## src/rtl/cerr_pkg.sv

```systemverilog
package cerr_pkg;
  typedef enum logic [1:0] {
    EVT_NONE  = 2'd0,
    EVT_FATAL = 2'd1,
    EVT_CAT   = 2'd2,
    EVT_MALF  = 2'd3
  } evt_e;
endpackage

```

## src/rtl/cerr_sync.sv

```systemverilog
module cerr_sync #(
  parameter int STAGES = 2
) (
  input  logic clk_i,
  input  logic rst_ni,
  input  logic d_i,
  output logic q_o
);
  logic [STAGES-1:0] chain_q;

  generate
    if (STAGES == 1) begin : g_one
      always_ff @(posedge clk_i or negedge rst_ni)
        if (!rst_ni) chain_q <= '1;
        else         chain_q <= d_i;
    end else begin : g_many
      always_ff @(posedge clk_i or negedge rst_ni)
        if (!rst_ni) chain_q <= '1;
        else         chain_q <= {chain_q[STAGES-2:0], d_i};
    end
  endgenerate

  assign q_o = chain_q[STAGES-1];
endmodule

```

## src/rtl/cerr_width_cnt.sv

```systemverilog
module cerr_width_cnt #(
  parameter int CNT_W      = 8,
  parameter int CAT_THRESH = 64
) (
  input  logic             clk_i,
  input  logic             rst_ni,
  input  logic             low_i,
  output logic [CNT_W-1:0] cnt_o,
  output logic             rel_o,
  output logic             cat_o,
  output logic [CNT_W-1:0] width_o
);
  localparam logic [CNT_W-1:0] CntMax = {CNT_W{1'b1}};
  localparam logic [CNT_W-1:0] Thresh = CAT_THRESH[CNT_W-1:0];

  logic [CNT_W-1:0] cnt_q;
  logic             cat_done_q;

  // catastrophic decision taken while still low; release afterwards is silent
  assign cat_o   = low_i && !cat_done_q && (cnt_q == Thresh);
  assign rel_o   = !low_i && (cnt_q != '0) && !cat_done_q;
  assign width_o = cat_o ? cnt_q + 1'b1 : cnt_q;
  assign cnt_o   = cnt_q;

  always_ff @(posedge clk_i or negedge rst_ni) begin
    if (!rst_ni) begin
      cnt_q      <= '0;
      cat_done_q <= 1'b0;
    end else begin
      if (!low_i)               cnt_q <= '0;
      else if (cnt_q != CntMax) cnt_q <= cnt_q + 1'b1;

      if (!low_i)     cat_done_q <= 1'b0;
      else if (cat_o) cat_done_q <= 1'b1;
    end
  end
endmodule

```

## src/rtl/cerr_classify.sv

```systemverilog
module cerr_classify
  import cerr_pkg::*;
#(
  parameter int CNT_W     = 8,
  parameter int FATAL_MIN = 14,
  parameter int FATAL_MAX = 18
) (
  input  logic             clk_i,
  input  logic             rst_ni,
  input  logic             rel_i,
  input  logic             cat_i,
  input  logic [CNT_W-1:0] width_i,
  input  logic             clr_i,
  output logic             fatal_o,
  output logic             cat_o,
  output logic             malf_o,
  output evt_e             code_o,
  output logic [CNT_W-1:0] width_o
);
  localparam logic [CNT_W-1:0] FMin = FATAL_MIN[CNT_W-1:0];
  localparam logic [CNT_W-1:0] FMax = FATAL_MAX[CNT_W-1:0];

  evt_e evt;
  logic in_win;

  assign in_win = (width_i >= FMin) && (width_i <= FMax);

  always_comb begin
    evt = EVT_NONE;
    if (cat_i)      evt = EVT_CAT;
    else if (rel_i) evt = in_win ? EVT_FATAL : EVT_MALF;
  end

  always_ff @(posedge clk_i or negedge rst_ni) begin
    if (!rst_ni) begin
      fatal_o <= 1'b0;
      cat_o   <= 1'b0;
      malf_o  <= 1'b0;
      code_o  <= EVT_NONE;
      width_o <= '0;
    end else begin
      if (clr_i) begin
        fatal_o <= 1'b0;
        cat_o   <= 1'b0;
        malf_o  <= 1'b0;
        code_o  <= EVT_NONE;
        width_o <= '0;
      end
      // a fresh event overrides a simultaneous clear
      if (evt != EVT_NONE) begin
        code_o  <= evt;
        width_o <= width_i;
        unique case (evt)
          EVT_FATAL: fatal_o <= 1'b1;
          EVT_CAT:   cat_o   <= 1'b1;
          EVT_MALF:  malf_o  <= 1'b1;
          default:   ;
        endcase
      end
    end
  end
endmodule

```

## src/rtl/cat_err_classifier.sv

```systemverilog
module cat_err_classifier
  import cerr_pkg::*;
#(
  parameter int SYNC_STAGES = 2,
  parameter int CNT_W       = 8,
  parameter int FATAL_MIN   = 14,
  parameter int FATAL_MAX   = 18,
  parameter int CAT_THRESH  = 64
) (
  input  logic             clk_i,
  input  logic             rst_ni,
  input  logic             err_ni,
  input  logic             clr_i,
  output logic             fatal_o,
  output logic             cat_o,
  output logic             malf_o,
  output logic             irq_o,
  output logic [1:0]       evt_code_o,
  output logic [CNT_W-1:0] width_o
);
  logic             err_s;
  logic             low_s;
  logic [CNT_W-1:0] cnt;
  logic             rel_evt;
  logic             cat_evt;
  logic [CNT_W-1:0] evt_width;
  evt_e             code;

  cerr_sync #(.STAGES(SYNC_STAGES)) u_sync (
    .clk_i (clk_i),
    .rst_ni(rst_ni),
    .d_i   (err_ni),
    .q_o   (err_s)
  );

  assign low_s = ~err_s;

  cerr_width_cnt #(.CNT_W(CNT_W), .CAT_THRESH(CAT_THRESH)) u_cnt (
    .clk_i  (clk_i),
    .rst_ni (rst_ni),
    .low_i  (low_s),
    .cnt_o  (cnt),
    .rel_o  (rel_evt),
    .cat_o  (cat_evt),
    .width_o(evt_width)
  );

  cerr_classify #(.CNT_W(CNT_W), .FATAL_MIN(FATAL_MIN), .FATAL_MAX(FATAL_MAX)) u_cls (
    .clk_i  (clk_i),
    .rst_ni (rst_ni),
    .rel_i  (rel_evt),
    .cat_i  (cat_evt),
    .width_i(evt_width),
    .clr_i  (clr_i),
    .fatal_o(fatal_o),
    .cat_o  (cat_o),
    .malf_o (malf_o),
    .code_o (code),
    .width_o(width_o)
  );

  assign evt_code_o = code;
  assign irq_o      = fatal_o | cat_o | malf_o;
endmodule

```

## config.mk

```make
export PLATFORM = sky130hd
export DESIGN_NAME = cat_err_classifier
export DESIGN_NICKNAME = d
export VERILOG_FILES = /design/src/rtl/cerr_pkg.sv /design/src/rtl/cerr_sync.sv /design/src/rtl/cerr_width_cnt.sv /design/src/rtl/cerr_classify.sv /design/src/rtl/cat_err_classifier.sv
export SDC_FILE = /design/constraint.sdc
export NUM_CORES = 1
export LEC_CHECK = 0
export BUFFER_PORTS_ARGS = -buffer_cell sky130_fd_sc_hd__buf_2
export CAP_MARGIN = 20
export CELL_PAD_IN_SITES_DETAIL_PLACEMENT = 0
export CELL_PAD_IN_SITES_GLOBAL_PLACEMENT = 1
export CORE_MARGIN = 4
export CORE_UTILIZATION = 43
export DETAILED_ROUTE_END_ITERATION = 7
export PLACE_DENSITY = 0.73
export SYNTH_ARGS = -nofsm -noshare
export SYNTH_HDL_FRONTEND = slang
export SYNTH_SLANG_ARGS = --single-unit
```

## constraint.sdc

```tcl
create_clock -name clk_i -period 2.99 [get_ports clk_i]
set_input_delay 0.598 -clock clk_i [delete_from_list [all_inputs] [get_ports clk_i]]
set_output_delay 0.598 -clock clk_i [all_outputs]
set_load 0.05 [all_outputs]
```

; ---- Yosys cells after proc, flatten, opt, wreduce, memory -nomap -nowiden
; Cells that the tools add are included.
[totals]
reg_bits = 24
latchBits = 0
mem_bits_rw = 0
mem_bits_ro = 0
inputBits = 4
elab_cells = 51
n_memories = 0
[op_classes]
addsub = 1
n_mul = 0
div = 0
order_cmp = 2
eq_ne = 5
n_shift = 0
muxes = 21
bitwise_logic = 3
n_reduce_logical = 11
[ops]
columns = operator, n
row1 = $mux W8, 5
row2 = $mux W1, 11
row3 = $mux W2, 5
row4 = $add A8 B1 Y8 const B, 1
row5 = $eq A8 B7 Y1 const B, 1
row6 = $ge A8 B4 Y1 const B, 1
row7 = $le A8 B5 Y1 const B, 1
row8 = $ne A8 B8 Y1 const B, 1
row9 = $reduce_bool A2 Y1, 4
row10 = $reduce_bool A8 Y1, 1
row11 = $logic_and A1 B1 Y1, 5
row12 = $eq A2 B2 Y1 const B, 2
row13 = $eq A2 B1 Y1 const B, 1
row14 = $or A1 B1 Y1, 2
row15 = $logic_not A1 Y1, 1
row16 = $not A1 Y1, 1

; ---- Logic depth before layout (Yosys ltp)
; Gate-level depths: netlist (run 1).
[logic_depth]
word_depth = 12
depth_mapped = 6
mapped_depth_nobuf = 6

; ---- Modules after synthesis
; Synthesis (run 1) repeated with hierarchy kept, for this count alone.
[unflattened]
cells_unflattened = 122
area_unflattened_um2 = 1211.2
[modules_own_cells]
columns = module, instances, cells_per_inst, area_each_um2, seq_area_each_um2
row1 = cerr_width_cnt, 1, 62, 598.1, 225.2
row2 = cerr_classify, 1, 56, 550.5, 325.3
row3 = cerr_sync, 1, 2, 52.6, 52.6
row4 = cat_err_classifier, 1, 2, 10.0, 0.0

; ---- Worst setup path after synthesis (run 1)
; Ideal clock, no wire load.
[synth_path]
kind = register to register
start = register u_cnt.cnt_q[0] (netlist: u_cnt.cnt_o[0])
end = register u_cls.width_o[1]
arrival_time_ns = 1.966
required_time_ns = 2.865
slack_ns = 0.899
stages_incl_launch_ff = 7
period_less_slack_ns = 2.091
path_cell_list = dfrtp_1 > inv_1 > ha_1 > or2b_2 > or3_4 > a21oi_4 > mux2_4
[synth_via]
elab_chain_cells = 10
elab_cells_between_ends = 16
[synth_lines]
columns = item, line
row1 = from (decl), cerr_width_cnt.sv:16  ; logic [CNT_W-1:0] cnt_q;
row2 = from (signal assigned), cerr_width_cnt.sv:31  ; else if (cnt_q != CntMax) cnt_q <= cnt_q + 1'b1;
row3 = branches (longest 10 deep; another with $add A8 B1 Y8), n/a
row4 = to (signal assigned), cerr_classify.sv:52  ; width_o <= width_i;
row5 = to (decl), cerr_classify.sv:18  ; output logic [CNT_W-1:0] width_o
; Several ways; the timed one is not identified.
; A chain may end at the register's enable or synchronous reset.

; ---- Final worst setup path (run 1)
[layout_path]
start = register u_cnt.cnt_q[0] (netlist: u_cnt.cnt_o[0])
end = register u_cls.width_o[4]
; Same word-level chain as after synthesis.

==> impl_metrics.json, run 1 <==
{
  "port_buffers": 17,
  "dieArea_sq_um": 3884,
  "ios": 18,
  "die_h_um": 62.32,
  "hold_viol": 0,
  "finalCoreUtilization_pct": 50.43,
  "placed_cell_area_sq_um": 1350,
  "cts.sinks": 24,
  "ys.flop_type": "dfrtp_1",
  "tritoncts": "done",
  "critPathKind": "reg2reg",
  "post_cts_buffers": 0,
  "start_util_pct": 45.61,
  "grt_start_max_net_pins": 25,
  "first_global_vias": 838,
  "synth_fp_nets": 129,
  "setup_viol": 0,
  "path_max_fanout": 9,
  "nFillCells": 273,
  "ir_drop_mv": 0.3673,
  "slew_violations": 0,
  "drive_gt1_share_pct": 23.36,
  "h-tree-depth": 1,
  "drtPass1Iterations": 4,
  "placementRows": 19,
  "cts_buffer_depth": 2,
  "p_leak_nw": 0.6492,
  "final_cells": 168,
  "setup_tns_ns": 0,
  "wl_mm": 2.497,
  "post-route-period-util_pct": 74.96,
  "critPathLaunchType": "register",
  "diodes": 0,
  "status": "finished clean",
  "ys_types": 41,
  "met3_usage_pct": 2.883,
  "mostFrequentLayoutCell": "dfrtp_1",
  "worst_slew_margin_rel_pct": 65.83,
  "use_met1_pct": 19.06,
  "worst_pin_slew_ns": 0.5083,
  "grt_usage_pct": 13.11,
  "clock-root-buffer": "clkbuf_4",
  "setup_ws_ns": 0.7487,
  "async_flop_share_pct": 100.0,
  "netlist_area_sq_um": 1269,
  "min_path_type": "in2async",
  "most-common-layout-cells": "dfrtp_1, buf_2, nand2_1, inv_1, nor2_1",
  "ys_ff_latch": 24,
  "post-route-drc-count": 0,
  "synthCells": 123,
  "grt_pass1_wl_mm": 4.119,
  "vias": 937,
  "end_kind": "register",
  "wl_per_cell_um": 14.86,
  "finClkSkew_ns": 0.003499,
  "synth_warnings": 0,
  "cap_violations": 0,
  "place.gp.congestion": 0.8621,
  "synth-edff-count": 0,
  "holdBufCountCts": 0,
  "use_met2_pct": 18.65,
  "insertion_delay_ns": 0.32,
  "cts_buffers": 3,
  "pwr_density_cell_nw_per_um2": 513.5,
  "busiest_layer": "met1",
  "fin_nets": 144,
  "max_clock_freq_mhz": 446.2,
  "min_period_ns": 2.241,
  "pre_cts_ws_ns": 0.7813,
  "coreArea_sq_um": 2781,
  "grt_remaining_overflow": 0,
  "rsz0062_at_grt": "false",
  "first_iter_violations": 42,
  "ctsResizeCount": 0,
  "avgSynthCellArea_sq_um": 10.31,
  "die_x_um": 62.32,
  "dpl.hpwl_mm": 1.841,
  "crit_arrival_ns": 2.46,
  "antenna_found_initial": 0,
  "via_per_inst": 5.577,
  "syn_to_final_growth_pct": 10.55,
  "ant_nets": 0,
  "clk_pin_slew_ns": 0.13,
  "dp_cells": 164,
  "fin_area_sq_um": 1403,
  "crit_required_ns": 3.21,
  "yosysSeqAreaShare_pct": 47.53
}
critical path, stage by stage (launching register included):
cell and delay, ns:
dfrtp_1 0.48, inv_1 0.11, ha_1 0.16, or2b_2 0.31, or3_4 0.42, a21oi_4 0.33, mux2_4 0.33
routing by layer:
metal	vias to the layer above	wire length (um)
li1	459	-
met1	445	1193
met2	29	1126
met3	4	146
met4	0	31
met5	-	0
cell usage after synthesis (3+ instances only):
library cell / number / area share [%]
nand2_1: 11 / 3.3
dfrtp_1: 22 / 43
mux2_4: 4 / 4.7
nand2b_1: 3 / 1.5
nand4_1: 4 / 2.0
clkbuf_1: 4 / 1.2
mux2i_1: 6 / 4.7
inv_1: 7 / 2.1
nor2b_1: 6 / 3.0
nand3_1: 6 / 2.4
o21ai_0: 5 / 2.0
nor2_1: 7 / 2.1
path summary, 6_finish.rpt:
| path | startpoint | to | slack, ns | depth (start not counted) |
|---|---|---|---|---|
| hold / removal | rst_ni | u_cnt.cnt_o[5] | 0.23 | 1 |
| setup reg to reg | u_cnt.cnt_o[0] | u_cls.width_o[4] | 0.75 | 6 |
| max in group asynchronous | rst_ni | u_sync.chain_q[1] | 2.40 | 1 |
| min in group clk_i | err_ni | u_sync.chain_q[0] | 0.36 | 1 |
| hold reg to reg | u_sync.chain_q[0] | u_sync.chain_q[1] | 0.37 | 0 |
| setup / recovery | u_cnt.cnt_o[0] | u_cls.width_o[4] | 0.75 | 6 |
area by class of cell:
type	instances	area, sq um	area share, %
Clock buffer	3	22.52	1.606
Clock inverter	1	30.03	2.141
Inverter	7	26.28	1.873
Multi-Input combinational cell	85	596.8	42.55
Sequential cell	24	603.1	43.00
Tap cell	31	38.79	2.765
Timing Repair Buffer	17	85.08	6.066
kinds of logic (layout without fill, tap and decap cells):
| kind of cell | after synthesis | after routing | synth area share (%) |
|---|---|---|---|
| AO/OA/AOI/OAI | 19 | 19 | 10.95 |
| flip-flops | 24 | 24 | 47.53 |
| AND/OR/NAND/NOR | 50 | 50 | 21.90 |
| buffers and inverters | 14 | 28 | 5.424 |
| multiplexers | 10 | 10 | 9.468 |
| XOR/XNOR | 4 | 4 | 2.762 |
| adder cells (fa/ha/maj) | 2 | 2 | 1.972 |
per-stage QoR:
stage / hold WS [ns] / total power, mW
floorplan: 0.3024 / 0.4565
global placement: 0.3452 / 0.4890
detailed placement: 0.3468 / 0.4894
CTS: 0.2454 / 0.7271
global route: 0.2569 / 0.7523
finish: 0.2272 / 0.7202
sequential cells by signal (all words and copies together) (netlist names):
| signal | count |
|---|---|
| u_cls.cat_o | 1 |
| u_cls.code_o | 2 |
| u_cls.fatal_o | 1 |
| u_cls.malf_o | 1 |
| u_cls.width_o | 8 |
| u_cnt.cat_done_q | 1 |
| u_cnt.cnt_o | 8 |
| u_sync.chain_q | 2 |
power by group:
part	leakage, nW	switching, mW	internal [mW]
clock	0.0279	0.101	0.136
sequential	0.318	0.0145	0.340
combinational	0.303	0.0897	0.0387
Power figures use the tool's default switching activity.
==> run 2: changes to the inputs <==
--- a/config.mk
+++ b/config.mk
@@ -5,14 +5,15 @@
 export SDC_FILE = /design/constraint.sdc
 export NUM_CORES = 1
 export LEC_CHECK = 0
+export ABC_AREA = 1
 export BUFFER_PORTS_ARGS = -buffer_cell sky130_fd_sc_hd__buf_2
 export CAP_MARGIN = 20
 export CELL_PAD_IN_SITES_DETAIL_PLACEMENT = 0
 export CELL_PAD_IN_SITES_GLOBAL_PLACEMENT = 1
 export CORE_MARGIN = 4
-export CORE_UTILIZATION = 43
+export CORE_UTILIZATION = 40
 export DETAILED_ROUTE_END_ITERATION = 7
-export PLACE_DENSITY = 0.73
+export PLACE_DENSITY = 0.72
 export SYNTH_ARGS = -nofsm -noshare
 export SYNTH_HDL_FRONTEND = slang
 export SYNTH_SLANG_ARGS = --single-unit
==> constraint.sdc (replaced) <==
create_clock -name clk_i -period 2.32 [get_ports clk_i]
set_input_delay 0.464 -clock clk_i [delete_from_list [all_inputs] [get_ports clk_i]]
set_output_delay 0.464 -clock clk_i [all_outputs]
set_load 0.05 [all_outputs]
==> impl_metrics.json, run 2 <==
{
  "drtPass1Iterations": 4,
  "path_max_fanout": 5,
  "grt_start_max_net_pins": 25,
  "slew_violations": 0,
  "h-tree-depth": 1,
  "power_switching_uw": 251.2,
  "synth_compound_area_share_pct": 6.390,
  "dpl.hpwl_mm": 1.907,
  "critPathLaunchType": "register",
  "nFillCells": 274,
  "rsz0062_at_grt": "false",
  "post-route-drc-count": 0,
  "place.gp.congestion": 0.7971,
  "port_buffers": 17,
  "syn_to_final_growth_pct": 12.25,
  "die_h_um": 62.20,
  "r2r_start": "u_cnt.cnt_o[0]",
  "ys.flop_type": "dfrtp_1",
  "crit_top_cell": "nand2_1",
  "start_util_pct": 42.24,
  "holdBufCountCts": 0,
  "worst_pin_slew_ns": 0.5443,
  "ir_drop_mv": 0.3923,
  "yosysSeqAreaShare_pct": 51.33,
  "synth_top_area_share_pct": 46.86,
  "drive_gt1_share_pct": 22.09,
  "ys_top_cells_by_area": "dfrtp_1, nand2_1, nand3_1",
  "fin_nets": 170,
  "vias": 975,
  "p_total_uw": 817.5,
  "synth_top_family_by_area": "simple AND/OR/NAND/NOR gates",
  "placementRows": 19,
  "cts.sinks": 24,
  "yosysMostFrequentCell": "nand2_1",
  "finClkSkew_ns": 0.002399,
  "antenna_found_initial": 0,
  "p_sw_share_pct": 30.73,
  "setup_tns_ns": 0,
  "cp_slowest_cell": "dfrtp_1",
  "crit_required_ns": 2.55,
  "ios": 18,
  "min_path_type": "in2async",
  "wl_mm": 2.550,
  "cts_buffers": 3,
  "clockPowerShare_pct": 27.0,
  "min_period_ns": 1.787,
  "post_cts_buffers": 0,
  "diodes": 0,
  "synth-simple-area-share_pct": 32.27,
  "insertion_delay_ns": 0.32,
  "first_iter_violations": 40,
  "max_clock_freq_mhz": 559.5,
  "p_leak_nw": 0.7148,
  "clk_pin_slew_ns": 0.13,
  "cts_buffer_depth": 2,
  "synth_fp_nets": 150,
  "seqPwrFrac_pct": 54.9,
  "setup_viol": 0,
  "most-common-layout-cells": "nand2_1, dfrtp_1, nand3_1, buf_2",
  "netlist_area_sq_um": 1175,
  "wl_per_cell_um": 13.14,
  "first_global_vias": 1000,
  "synth-edff-count": 0,
  "fin_area_sq_um": 1319,
  "async_flop_share_pct": 100.0,
  "synth_warnings": 0,
  "synth_top_cell_by_area": "dfrtp_1",
  "cap_violations": 0,
  "tritoncts": "done",
  "crit_chain": "inv_1 > ha_1 > nand2_1 > nor2_1 > nand2_1 > nand2_1 > nand2_1 > nand2_1 > nand2_1 > nand2_1 > nand3_1 > nand2_1 > nand2_1",
  "grt_usage_pct": 14.23,
  "power.internal_uw": 566.3,
  "worst_slew_margin_rel_pct": 63.72,
  "cp-startpoint": "u_cnt.cnt_o[0]",
  "ctsResizeCount": 0,
  "post-route-period-util_pct": 77.03,
  "status": "finished clean",
  "crit_arrival_ns": 2.01,
  "pwr_density_cell_nw_per_um2": 619.9,
  "dieArea_sq_um": 3868,
  "max_stage_delay_ns": 0.42,
  "end_kind": "register",
  "ys_types": 22,
  "grt_pass1_wl_mm": 4.574,
  "synth_commonest_cells": "nand2_1, dfrtp_1, nand3_1",
  "avgSynthCellArea_sq_um": 8.159,
  "coreArea_sq_um": 2781,
  "critical_path.top_delay_family": "simple AND/OR/NAND/NOR gates",
  "ys_ff_latch": 24,
  "cp_num_buf_inv": 1,
  "synthMuxAreaShare_pct": 0,
  "synth_xor_area_share_pct": 0.7455,
  "clock-root-buffer": "clkbuf_4",
  "critPathKind": "reg2reg",
  "placed_cell_area_sq_um": 1282,
  "ant_nets": 0,
  "die_x_um": 62.20,
  "grt_remaining_overflow": 0,
  "synthCells": 144,
  "synth_adder_area_share_pct": 2.130,
  "via_per_inst": 5.026,
  "mostFrequentLayoutCell": "nand2_1",
  "p_comb_share_pct": 18.1,
  "hold_viol": 0
}
## run 2: cell count changes in the layout (fill, tap and decap cells not counted), sizes merged, moves of 3 or more
cell    delta
o21ai      +8
nand2     +33
or3        -3
mux2i      -6
nor2       +4
inv       +10
nand2b     -3
nand3     +13
mux2       -4
nor2b      -6
## run 2: per-stage QoR
stage	utilization [%]	cells	hold slack, ns	worst slack [ns]
after floorplan	-	144	0.1684	0.7596
after global placement	46.11	190	0.3500	0.6443
after detailed placement	46.11	190	0.3540	0.5651
after CTS	47.41	194	0.1241	0.5249
after global routing	47.41	194	0.1385	0.2830
final	47.41	194	0.1114	0.5328
## run 2: path summary, 6_finish.rpt
kind,end,slack [ns],cells after the start
setup / recovery,u_cls.code_o[1],0.53,13
hold / removal,u_cls.fatal_o,0.11,1
setup reg to reg,u_cls.code_o[1],0.53,13
hold reg to reg,u_sync.chain_q[1],0.37,0
max in group asynchronous,u_sync.chain_q[1],1.84,1
min in group clk_i,u_sync.chain_q[0],0.23,1
## run 2: metal layers
layer  vias to the layer above  wire, um  global-route usage, %
met2                        22      1197                  23.32
met4                         0        42                  4.878
li1                        503         -                      -
met1                       444      1181                  18.65
met3                         6       128                  2.703
met5                         -         0                      0
## run 2: kinds of logic (layout without fill, tap and decap cells)
logic type	Yosys count	after routing
XOR/XNOR	1	1
AND/OR/NAND/NOR	82	82
AO/OA/AOI/OAI	15	15
buffers and inverters	20	39
adder cells (fa/ha/maj)	2	2
flip-flops	24	24
## run 2: worst reg2reg max path, delay by kind of cell (launching register included)
family | cells | cell delay, ns
adder cells (fa/ha/maj) | 1 | 0.19
buffers and inverters | 1 | 0.15
flip-flops | 1 | 0.42
AND/OR/NAND/NOR | 11 | 0.94
## run 2: final cells by class
class	instances	area (sq um)	share of cell area (%)
Sequential cell	24	603.1	45.73
Multi-Input combinational cell	100	488.0	37.00
Timing Repair Buffer	17	85.08	6.452
Inverter	18	67.56	5.123
Tap cell	31	38.79	2.941
Clock buffer	4	36.28	2.751
## run 2: power groups by stage
stage / Combinational, mW / Sequential, mW / Clock, mW
after CTS: 0.150 / 0.449 / 0.229
after global placement: 0.149 / 0.457 / 0
after detailed placement: 0.149 / 0.457 / 0
final: 0.148 / 0.449 / 0.221
after global routing: 0.163 / 0.452 / 0.246
after floorplan: 0.0723 / 0.497 / 0
==> run 3: changes to the inputs <==
--- a/config.mk
+++ b/config.mk
@@ -11,9 +11,9 @@
 export CELL_PAD_IN_SITES_DETAIL_PLACEMENT = 0
 export CELL_PAD_IN_SITES_GLOBAL_PLACEMENT = 1
 export CORE_MARGIN = 4
-export CORE_UTILIZATION = 40
+export CORE_UTILIZATION = 36
 export DETAILED_ROUTE_END_ITERATION = 7
-export PLACE_DENSITY = 0.72
+export PLACE_DENSITY = 0.68
 export SYNTH_ARGS = -nofsm -noshare
 export SYNTH_HDL_FRONTEND = slang
 export SYNTH_SLANG_ARGS = --single-unit
==> constraint.sdc (replaced) <==
create_clock -name clk_i -period 1.5 [get_ports clk_i]
set_input_delay 0.3 -clock clk_i [delete_from_list [all_inputs] [get_ports clk_i]]
set_output_delay 0.3 -clock clk_i [all_outputs]
set_load 0.05 [all_outputs]
==> impl_metrics.json, run 3 (synthesis gave the netlist of run 2 again) <==
{
  "nFillCells": 303,
  "fin_area_sq_um": 1723,
  "slew_violations": 0,
  "syn_to_final_growth_pct": 46.65,
  "rr_endpoint": "u_cnt.cnt_o[3]",
  "min_from": "err_ni",
  "min_path_type": "in2reg",
  "wl_per_cell_um": 12.39,
  "vias": 1162,
  "cts_buffer_depth": 2,
  "grt_pass1_wl_mm": 5.175,
  "setup_tns_ns": -0.2838,
  "cts_buffers": 3,
  "port_buffers": 17,
  "crit_arrival_ns": 1.81,
  "post-route-period-util_pct": 103.4,
  "placementRows": 20,
  "critPathKind": "reg2reg",
  "place.gp.congestion": 0.7784,
  "clk_pin_slew_ns": 0.14,
  "worst_pin_slew_ns": 0.5323,
  "ir_drop_mv": 0.3504,
  "tritoncts": "done",
  "insertion_delay_ns": 0.32,
  "ios": 18,
  "whs_ns": 0.05696,
  "placed_cell_area_sq_um": 1466,
  "crit_top_cell": "buf_4",
  "finClkSkew_ns": 0.001480,
  "multi_input_area_sq_um": 604.3,
  "worst_slew_margin_rel_pct": 64.51,
  "hold_viol": 0,
  "hold_depth": 1,
  "min_period_ns": 1.551,
  "wl_mm": 2.987,
  "rsz0062_at_grt": "true",
  "coreArea_sq_um": 3078,
  "antenna_found_initial": 0,
  "status": "finished with violations",
  "mostFrequentLayoutCell": "nand2_1",
  "cts.sinks": 24,
  "crit_chain": "buf_4 > ha_2 > nand2_2 > nor3_2 > nand2_1 > inv_2 > nand4_4 > buf_4 > o21ai_2",
  "grt_usage_pct": 15.50,
  "ant_nets": 0,
  "rrSetupSlack_ns": -0.05,
  "critPathLaunchType": "register",
  "setup_ws_ns": -0.05106,
  "crit_required_ns": 1.76,
  "grt_start_max_net_pins": 25,
  "critical_path.top_delay_family": "simple AND/OR/NAND/NOR gates",
  "register_area_sq_um": 604.3,
  "cp_slowest_cell": "dfrtp_1",
  "max_clock_freq_mhz": 644.7,
  "h-tree-depth": 1,
  "end_kind": "register",
  "min_to": "u_sync.chain_q[0]",
  "max_stage_delay_ns": 0.41,
  "r2r_start": "u_cnt.cnt_o[1]",
  "dieArea_sq_um": 4241,
  "die_h_um": 65.13,
  "setup_viol": 10,
  "most-common-layout-cells": "nand2_1, buf_4, dfrtp_1, buf_2, nand3_1",
  "first_iter_violations": 39,
  "post-route-drc-count": 0,
  "p_leak_nw": 0.9026,
  "via_per_inst": 4.822,
  "dpl.hpwl_mm": 2.103,
  "clock-root-buffer": "clkbuf_4",
  "drive_gt1_share_pct": 48.73,
  "path_max_fanout": 8,
  "pwr_density_cell_nw_per_um2": 806.2,
  "first_global_vias": 1152,
  "start_util_pct": 38.17,
  "cp_num_buf_inv": 3,
  "diodes": 0,
  "cap_violations": 0,
  "violations": "setup timing",
  "drtPass1Iterations": 4,
  "grt_remaining_overflow": 0,
  "fin_nets": 204,
  "die_x_um": 65.13,
  "p_total_mw": 1.389,
  "rr_worst_depth": 9
}
## run 3: what timing repair did
item                                    4_1_cts  5_1_grt
pin swaps                                     5       14
endpoints found under the setup margin       16       20
hold buffers                                  1        0
setup buffers                                 5        6
cloned                                        0        0
gates resized for setup                      14       23
hold endpoints to repair                     22        0
## run 3: worst reg2reg max path, stage by stage (launching register included)
cell and delay (ns):
dfrtp_1 0.41, buf_4 0.13, ha_2 0.17, nand2_2 0.07
nor3_2 0.15, nand2_1 0.11, inv_2 0.09, nand4_4 0.14
buf_4 0.18, o21ai_2 0.04
## run 3: routing by layer
| metal | GRT usage, % | part of all wire [%] | routed length, um | vias up |
|---|---|---|---|---|
| met5 | 0 | 0 | 0 | - |
| met4 | 5.440 | 1.4 | 43 | 0 |
| met3 | 2.051 | 4.2 | 125 | 5 |
| met2 | 27.46 | 50 | 1499 | 24 |
| met1 | 19.31 | 44 | 1319 | 563 |
| li1 | - | - | - | 570 |
## run 3: layout make-up
cell class,count,share of cell area [%]
multi-input combinational,100,35.08
tap,44,3.195
clock buffer,4,2.106
timing repair buffer,51,20.33
inverter,18,4.212
sequential,24,35.08
## run 3: where the power goes
part | internal (mW) | switching [mW]
Clock | 0.149 | 0.205
Combinational | 0.125 | 0.214
Sequential | 0.676 | 0.0197
Total | 0.950 | 0.439
## run 3: how the worst max path moves through the flow
stage	from	endpoint	slack, ns	cells past startpoint
6_report	u_cnt.cnt_o[1]	u_cnt.cnt_o[3]	-0.05	9
5_1_grt	u_cnt.cnt_o[1]	u_cls.code_o[1]	-0.19	11
4_1_cts	u_cnt.cnt_o[0]	u_cls.code_o[1]	-0.02	13
3_5_place_dp	u_cnt.cnt_o[1]	u_cls.code_o[1]	-0.11	13
3_3_place_gp	u_cnt.cnt_o[1]	u_cls.code_o[1]	-0.1	13
2_1_floorplan	u_cnt.cnt_o[0]	u_cls.code_o[1]	0.01	13
## run 3: through the flow
stage                     util, %  worst slack, ns  std cells
final                       55.98         -0.05106        241
after global routing        55.98          -0.1943        241
after CTS                   52.15         -0.01985        235
after detailed placement    47.64          -0.1114        225
after global placement      47.64         -0.09986        225
after floorplan                 -          0.01356        144
